**config.mk**
```make
export PLATFORM = sky130hd
export DESIGN_NAME = frac_mac
export DESIGN_NICKNAME = d
export VERILOG_FILES = /design/src/rtl/frac_mac_pkg.sv /design/src/rtl/frac_mult.sv /design/src/rtl/frac_acc_core.sv /design/src/rtl/frac_out_sat.sv /design/src/rtl/frac_mac.sv
export SDC_FILE = /design/constraint.sdc
export NUM_CORES = 2
export LEC_CHECK = 0
export BUFFER_PORTS_ARGS = -buffer_cell sky130_fd_sc_hd__buf_2
export CAP_MARGIN = 20
export CELL_PAD_IN_SITES_DETAIL_PLACEMENT = 0
export CELL_PAD_IN_SITES_GLOBAL_PLACEMENT = 1
export CORE_UTILIZATION = 55
export DETAILED_ROUTE_END_ITERATION = 12
export HOLD_SLACK_MARGIN = 0.12
export PLACE_DENSITY_LB_ADDON = 0.1
export SLEW_MARGIN = 20
export SYNTH_ARGS = -nofsm -noshare
export SYNTH_HDL_FRONTEND = slang
export SYNTH_SLANG_ARGS = --single-unit
```
**constraint.sdc**
```tcl
create_clock -name clk -period 7.7 [get_ports clk]
set_input_delay 2.31 -clock clk [delete_from_list [all_inputs] [get_ports clk]]
set_output_delay 2.31 -clock clk [all_outputs]
set_load 0.02 [all_outputs]
```
**src/rtl/frac_mac_pkg.sv**
```systemverilog
package frac_mac_pkg;

  typedef enum logic [1:0] {
    MODE_CLR  = 2'b00,
    MODE_LOAD = 2'b01,
    MODE_ACC  = 2'b10,
    MODE_NOP  = 2'b11
  } mac_mode_e;

endpackage

```
**src/rtl/frac_mult.sv**
```systemverilog
module frac_mult #(
  parameter int OP_W = 24,
  localparam int PW  = 2 * OP_W
) (
  input  logic            clk,
  input  logic            rst_n,
  input  logic [OP_W-1:0] a,
  input  logic [OP_W-1:0] b,
  output logic [PW-1:0]   prod
);

  localparam logic [OP_W-1:0] NEG_ONE = {1'b1, {(OP_W-1){1'b0}}};
  localparam logic [PW-1:0]   POS_MAX = {1'b0, {(PW-1){1'b1}}};

  logic signed [PW-1:0] raw;
  logic                 both_neg_one;

  // full signed product, then shift out the duplicated sign bit
  assign raw          = PW'($signed(a)) * PW'($signed(b));
  assign both_neg_one = (a == NEG_ONE) && (b == NEG_ONE);
  assign prod         = both_neg_one ? POS_MAX : {raw[PW-2:0], 1'b0};

  AST_SAME_SIGN_NONNEG: assert property (@(posedge clk) disable iff (!rst_n)
    (a[OP_W-1] == b[OP_W-1]) |-> !prod[PW-1]);

endmodule

```
**src/rtl/frac_acc_core.sv**
```systemverilog
module frac_acc_core
  import frac_mac_pkg::*;
#(
  parameter int OP_W    = 24,
  parameter int GUARD_W = 8,
  localparam int PW     = 2 * OP_W,
  localparam int ACC_W  = GUARD_W + PW
) (
  input  logic             clk,
  input  logic             rst_n,
  input  logic             vld,
  input  mac_mode_e        mode,
  input  logic [PW-1:0]    prod,
  output logic [ACC_W-1:0] acc,
  output logic             acc_vld
);

  logic [ACC_W-1:0] acc_q, acc_nxt, prod_ext;
  logic             vld_q;

  assign prod_ext = {{GUARD_W{prod[PW-1]}}, prod};

  always_comb begin
    acc_nxt = acc_q;
    if (vld) begin
      case (mode)
        MODE_CLR:  acc_nxt = '0;
        MODE_LOAD: acc_nxt = prod_ext;
        MODE_ACC:  acc_nxt = acc_q + prod_ext;
        default:   acc_nxt = acc_q;
      endcase
    end
  end

  always_ff @(posedge clk or negedge rst_n) begin
    if (!rst_n) begin
      acc_q <= '0;
      vld_q <= 1'b0;
    end else begin
      acc_q <= acc_nxt;
      vld_q <= vld;
    end
  end

  assign acc     = acc_q;
  assign acc_vld = vld_q;

  AST_CLEAR_ZERO: assert property (@(posedge clk) disable iff (!rst_n)
    (vld && mode == MODE_CLR) |=> (acc == '0));
  AST_HOLD_STABLE: assert property (@(posedge clk) disable iff (!rst_n)
    (!vld || mode == MODE_NOP) |=> $stable(acc));
  AST_VALID_FOLLOWS: assert property (@(posedge clk) disable iff (!rst_n)
    vld |=> acc_vld);

endmodule

```
**src/rtl/frac_out_sat.sv**
```systemverilog
module frac_out_sat #(
  parameter int OP_W    = 24,
  parameter int GUARD_W = 8,
  localparam int ACC_W  = GUARD_W + 2 * OP_W,
  localparam int HI_LSB = OP_W,
  localparam int TOP_N  = GUARD_W + 1
) (
  input  logic             clk,
  input  logic             rst_n,
  input  logic [ACC_W-1:0] acc,
  output logic             ovf,
  output logic [OP_W-1:0]  sat
);

  localparam logic [OP_W-1:0] SAT_POS = {1'b0, {(OP_W-1){1'b1}}};
  localparam logic [OP_W-1:0] SAT_NEG = {1'b1, {(OP_W-1){1'b0}}};

  logic [TOP_N-1:0] top_bits;

  assign top_bits = acc[ACC_W-1 -: TOP_N];
  assign ovf      = !((top_bits == '0) || (top_bits == '1));

  always_comb begin
    if (!ovf)               sat = acc[HI_LSB +: OP_W];
    else if (acc[ACC_W-1])  sat = SAT_NEG;
    else                    sat = SAT_POS;
  end

  AST_OVF_CLAMP: assert property (@(posedge clk) disable iff (!rst_n)
    ovf |-> (sat == SAT_POS || sat == SAT_NEG));
  AST_SIGN_AGREES: assert property (@(posedge clk) disable iff (!rst_n)
    sat[OP_W-1] == acc[ACC_W-1]);

endmodule

```
**src/rtl/frac_mac.sv**
```systemverilog
module frac_mac
  import frac_mac_pkg::*;
#(
  parameter int OP_W    = 24,
  parameter int GUARD_W = 8,
  localparam int PW     = 2 * OP_W,
  localparam int ACC_W  = GUARD_W + PW
) (
  input  logic             clk,
  input  logic             rst_n,
  input  logic             in_valid,
  input  logic [1:0]       mode,
  input  logic [OP_W-1:0]  op_a,
  input  logic [OP_W-1:0]  op_b,
  output logic [ACC_W-1:0] acc_out,
  output logic             out_valid,
  output logic             ovf,
  output logic [OP_W-1:0]  sat_out
);

  // reset: asserted asynchronously, released on a clock edge
  logic [1:0] rst_pipe;
  logic       rst_s_n;

  always_ff @(posedge clk or negedge rst_n) begin
    if (!rst_n) rst_pipe <= 2'b00;
    else        rst_pipe <= {rst_pipe[0], 1'b1};
  end
  assign rst_s_n = rst_pipe[1];

  // operand capture stage
  logic [OP_W-1:0] a_q, a_nxt, b_q, b_nxt;
  mac_mode_e       mode_q, mode_nxt;
  logic            vld_q;
  logic [PW-1:0]   prod;

  always_comb begin
    a_nxt    = a_q;
    b_nxt    = b_q;
    mode_nxt = mode_q;
    if (in_valid) begin
      a_nxt    = op_a;
      b_nxt    = op_b;
      mode_nxt = mac_mode_e'(mode);
    end
  end

  always_ff @(posedge clk or negedge rst_s_n) begin
    if (!rst_s_n) begin
      a_q    <= '0;
      b_q    <= '0;
      mode_q <= MODE_NOP;
      vld_q  <= 1'b0;
    end else begin
      a_q    <= a_nxt;
      b_q    <= b_nxt;
      mode_q <= mode_nxt;
      vld_q  <= in_valid;
    end
  end

  frac_mult #(.OP_W(OP_W)) u_mult (
    .clk  (clk),
    .rst_n(rst_s_n),
    .a    (a_q),
    .b    (b_q),
    .prod (prod)
  );

  frac_acc_core #(.OP_W(OP_W), .GUARD_W(GUARD_W)) u_core (
    .clk    (clk),
    .rst_n  (rst_s_n),
    .vld    (vld_q),
    .mode   (mode_q),
    .prod   (prod),
    .acc    (acc_out),
    .acc_vld(out_valid)
  );

  frac_out_sat #(.OP_W(OP_W), .GUARD_W(GUARD_W)) u_sat (
    .clk  (clk),
    .rst_n(rst_s_n),
    .acc  (acc_out),
    .ovf  (ovf),
    .sat  (sat_out)
  );

  AST_PIPE_LATENCY: assert property (@(posedge clk) disable iff (!rst_s_n)
    in_valid |=> ##1 out_valid);
  AST_RESET_CLEAN: assert property (@(posedge clk)
    !rst_s_n |=> (acc_out == '0 && !out_valid));

endmodule

```
-- Word level (Yosys, flattened, before mapping)
Cells that the tools add are included.
- word-level logic and storage cells: 25
- input bits: 53
- register bits after elaboration: 110
- output and inout bits: 82
- add/sub/neg operators: 1
- reductions and logical operators: 7
- multiplexer cells: 4
- eq/ne operators: 5
- multiply operators: 1
- operators with widths (cell ; number):
    56-bit case mux with 3 select lines ; 1
    56-bit adder ; 1
    24-bit == test (second input constant) ; 2
    24-bit two-way mux ; 2
    48-bit two-way mux ; 1
    24-bit by 24-bit multiplier with 47-bit output ; 1
    9-bit == test (second input constant) ; 1
    9-bit logical NOT ; 1
    3-bit nonzero test ; 1
    2-bit by 1-bit == test with 1-bit output (second input constant) ; 1
    2-bit == test (second input constant) ; 1
    2-bit logical NOT ; 1
    2-bit AND reduction ; 1
    1-bit logical AND ; 1
    1-bit logical NOT ; 1
    1-bit logical OR ; 1

-- Depth between registers and ports, before layout
- depth after elaboration: 5
- depth in mapped cells: 40
- mapped depth without buffers: 38

-- Modules after synthesis
From an unflattened synthesis, not the netlist that was laid out.
- cell total of the unflattened synthesis: 3266
- area, all modules: 29756.0 sq um
- modules (own cells, without submodules) (module ; instances ; area each (sq um) ; cells each):
    frac_mult ; 1 ; 21453.1 ; 2378
    frac_acc_core ; 1 ; 5674.2 ; 713
    frac_mac ; 1 ; 2194.6 ; 110
    frac_out_sat ; 1 ; 434.2 ; 65

-- Worst setup path before layout
Ideal clock, no wire load.
- path type: reg-to-reg
- start: reg a_q[23]
- end: reg u_core.acc_q[52] (netlist: u_core.acc[52])
- library setup time: 126 ps
- arrival: 8970 ps
- clock period less this slack: 9096 ps
- stages on the path, launching flop included: 36
- required time: 7574 ps
- path slack: -1396 ps
- cells stage by stage: dfrtp_1 > clkbuf_1 > clkbuf_1 > nand2_1 > inv_1 > fa_1 > fa_1 > inv_1 > fa_1 > inv_1 > fa_1 > fa_1 > fa_1 > fa_1 > ha_1 > clkbuf_1 > a21o_1 > a21oi_1 > nor2_1 > nor2_1 > o21ai_0 > a21o_1 > a21oi_1 > xnor2_1 > or2_2 > ha_1 > and3_1 > a221o_1 > a21oi_1 > inv_1 > a21oi_1 > o31ai_1 > nor3_1 > a22o_1 > o21ai_1 > a221o_1
- cells in the longest elaborated chain, start to end: 5
- elaborated cells between the ends (all ways): 6
- those cells by class: add/sub (1); mul (1); eq/ne (1); mux (2); reduce/logical (1)
- ends and longest elaborated chain (element ; line ; RTL):
    start: declaration ; frac_mac.sv:32 ; logic [OP_W-1:0] a_q, a_nxt, b_q, b_nxt;
    start signal: assignment ; frac_mac.sv:55 ; a_q <= a_nxt;
    branches (longest 2 deep; another with 24-bit by 24-bit multiplier with 47-bit output) ; - ;
    48-bit two-way mux * ; frac_mult.sv:21 ; assign prod = both_neg_one ? POS_MAX : {raw[PW-2:0], 1'b0};
    56-bit adder ; frac_acc_core.sv:29 ; MODE_ACC: acc_nxt = acc_q + prod_ext;
    56-bit case mux with 3 select lines * ; frac_acc_core.sv:26 ; case (mode)
    end signal: assignment ; frac_acc_core.sv:40 ; acc_q <= acc_nxt;
    end: declaration ; frac_acc_core.sv:18 ; logic [ACC_W-1:0] acc_q, acc_nxt, prod_ext;
Mark *: on every way between the ends.
A chain may end at the register's enable or synchronous reset.

-- Final worst setup path
- start: reg b_q[0]
- end: reg u_core.acc_q[51] (netlist: u_core.acc[51])
- cells in the longest elaborated chain, start to end: 5
- elaborated cells between the ends (all ways): 6
- those cells by class: add/sub (1); mul (1); eq/ne (1); mux (2); reduce/logical (1)
- ends and longest elaborated chain (element ; line ; RTL):
    start: declaration ; frac_mac.sv:32 ;
    start signal: assignment ; frac_mac.sv:56 ; b_q <= b_nxt;
    branches (longest 2 deep; another with 24-bit by 24-bit multiplier with 47-bit output) ; - ;
    48-bit two-way mux * ; frac_mult.sv:21 ;
    56-bit adder ; frac_acc_core.sv:29 ;
    56-bit case mux with 3 select lines * ; frac_acc_core.sv:26 ;
Marked as above.

==> impl_metrics.ini <==
[global_route]
grt_pass1_wl_um = 140000
grt_usage_pct = 34.4
grt_max_degree = 65
grt_pass1_vias = 25400
antenna_found_initial = 5
gr-total-overflow = 0

[critical_path]
cp_slowest_cell = fa_1
r2r_start = b_q[0]
cpPeakStageDelay_ns = 0.59
critical_path_class = reg -> reg
worstPathRequired_ns = 8.00
worstSetupEndpointType = flip-flop
critPathMaxFanout = 6
path_delay_family = adder cells
arrival_ns = 9.20
crit_path_frequent_cell = fa_1
rrSetupSlack_ns = -1.19
ff2ff_path_depth = 36
cp-start-kind = flip-flop
cp_num_buf_inv = 6
worst_r2r_endpoint = u_core.acc[51]

[synth]
synth.avg_cell_area_um2 = 9.11
synth_area_leaders = fa_1 42%, dfrtp_1 9.5%, ha_1 8.1%, inv_1 8.0%, and2_1 6.0%
syn_nets = 3966
synth_cells = 3128
post-synth-top-count-cell = inv_1
syn_area_um2 = 28500
synth_cell_types = 72
synth_top_cells_by_count = 609 x inv_1, 600 x fa_1, 437 x nand2_1, 275 x and2_1, 185 x ha_1
synth_edf_count = 0
yosysTopAreaCell = fa_1
synth_warnings = 0
yosys_most_used_dff = dfrtp_1
synthArstFlopShare_pct = 100
yosysSeqAreaShare_pct = 9.67
synth_top_area_share_pct = 42.1
synth_seq_cells = 110

[sta]
rsz0062_at_grt = true
fin_crit_ns = 8.89
finalSetupViolations = 33
clock_skew_ns = 0.0229
setup_slack_ns = -1.19
tightest_slew_ns = 0.974
min_period_over_period_pct = 115
drv_slew = 0
slew_headroom_pct = 35.1
hold_viol = 0
timing.fmax_ghz = 0.112

[die]
io_pins = 135
die_area_um2 = 52700
core-area_um2 = 51300
die_y_um = 230
fp-row-count = 83
start_util_pct = 55.5
dieWidth_um = 230

[status]
failed_checks = setup timing
status = finished, violations left

[routing]
via_per_inst = 5.52
dr_total_vias = 23800
first_iter_violations = 1509
wl_um = 88200
drc = 0
dr.pass1.iters = 5
wire_per_inst_um = 20.4
postRouteAntennaNets = 0

[min_path]
whs_endpoint = rst_pipe[1]
hold_depth = 0
worstHoldStart = rst_pipe[0]
min_path_type = reg -> reg

[clock_network]
cts_buffer_depth = 2
cts_root_buffer = clkbuf_16
cts_sinks = 110
h-tree-depth = 3
cts_made_buffers = 9
clkTransAtPathRegs_ns = 0.11
cts_tree = built
clk_latency_ns = 0.40

[placement]
portBuffers = 134
dp.cells = 4225
hpwlAfterDp_um = 72100
dp_slack_ns = -1.43
place.gp.congestion = 0.911

[final_layout]
drive_gt1_share_pct = 28.4
stdcell_count = 4321
fin_nets = 4471
areaGrowthSynthToFinish_pct = 26.1

[job]
drv_cap = 0
[worst max path at each step]
stage,from,endpoint,depth (start not counted)
finish,b_q[0],u_core.acc[51],36
floorplan,b_q[0],u_core.acc[51],37
CTS,a_q[14],u_core.acc[55],37
global route,b_q[0],u_core.acc[51],36
global placement,b_q[9],u_core.acc[50],39
detailed placement,b_q[9],u_core.acc[54],38
[cell usage in the layout, fill, tap and decap left out, types with 16 or more instances in the layout]
cell      synthesis  final
dfrtp_1         108     79
nand2b_1         21     19
a21oi_2           0     39
a21o_1           40     40
nand2_2           0     16
buf_6             0     29
ha_4              0     39
fa_2              0     25
o21ai_1           6     23
xnor2_1          63     55
xor2_1           27     22
a21oi_1          93     46
mux2_2           48     48
fa_1            600    575
o21ai_0          91     55
nor2_1           65     61
buf_2             1    134
nor4_1           17     16
dfrtp_2           0     28
buf_12            0     42
buf_4             2    448
inv_1           609    592
nor2b_1          25     22
a221o_1          16     16
and2_1          275    257
o21a_1           18     16
ha_1            185    140
and2_4            0     18
nand2_1         437    420
a22oi_1          25     25
[registers in the layout, indices dropped and copies added, names as in the netlist]
signal,cells
u_core.acc,56
a_q,24
b_q,24
mode_q,2
rst_pipe,2
u_core.acc_vld,1
vld_q,1
[timing repair]
| action | 4_1_cts | 5_1_grt |
|---|---|---|
| pin swaps | 94 | 121 |
| buffers inserted | 43 | 33 |
| resized for setup | 182 | 153 |
| hold buffers | 0 | 0 |
| cloned | 1 | 1 |
| endpoints found under the setup margin | 37 | 40 |
[area by class of cell]
cell class | count | area [µm²]
Inverter | 609 | 2290
Fill cell | 3988 | 15400
Clock buffer | 9 | 225
Tap cell | 680 | 851
Antenna cell | 3 | 7.51
Timing Repair Buffer | 658 | 5280
Sequential cell | 110 | 2790
Multi-Input combinational cell | 2245 | 24400
Clock inverter | 7 | 96.3
[logic make-up after synthesis]
family                     share of synthesized area (%)
adders and majority gates                           50.3
buffers and inverters                               10.3
other                                             0.0132
AOI/OAI and AO/OA                                   9.01
xor gates and xnor gates                            2.85
and+or+nand+nor                                     16.0
muxes                                               1.93
DFF                                                 9.67
[metal layers]
metal	wire, µm	up-vias	global-route usage, %
met3	6230	126	5.64
met5	0	-	0
met1	38100	12300	49.3
li1	-	10600	-
met4	1910	0	7.29
met2	42000	863	55.2
[metrics by stage]
step	hold WS (ns)	utilization [%]	area [µm²]	setup TNS [ns]
floorplan	0.331	-	29000	-7.70
global placement	0.337	65.4	33600	-30.91
detailed placement	0.341	65.4	33600	-33.83
CTS	0.365	68.2	35000	-23.18
global route	0.377	70.0	35900	-34.33
finish	0.364	70.0	35900	-24.68
Power is not shown: default switching activity piles up to over one toggle a cycle in this logic, so the estimate is an artifact.
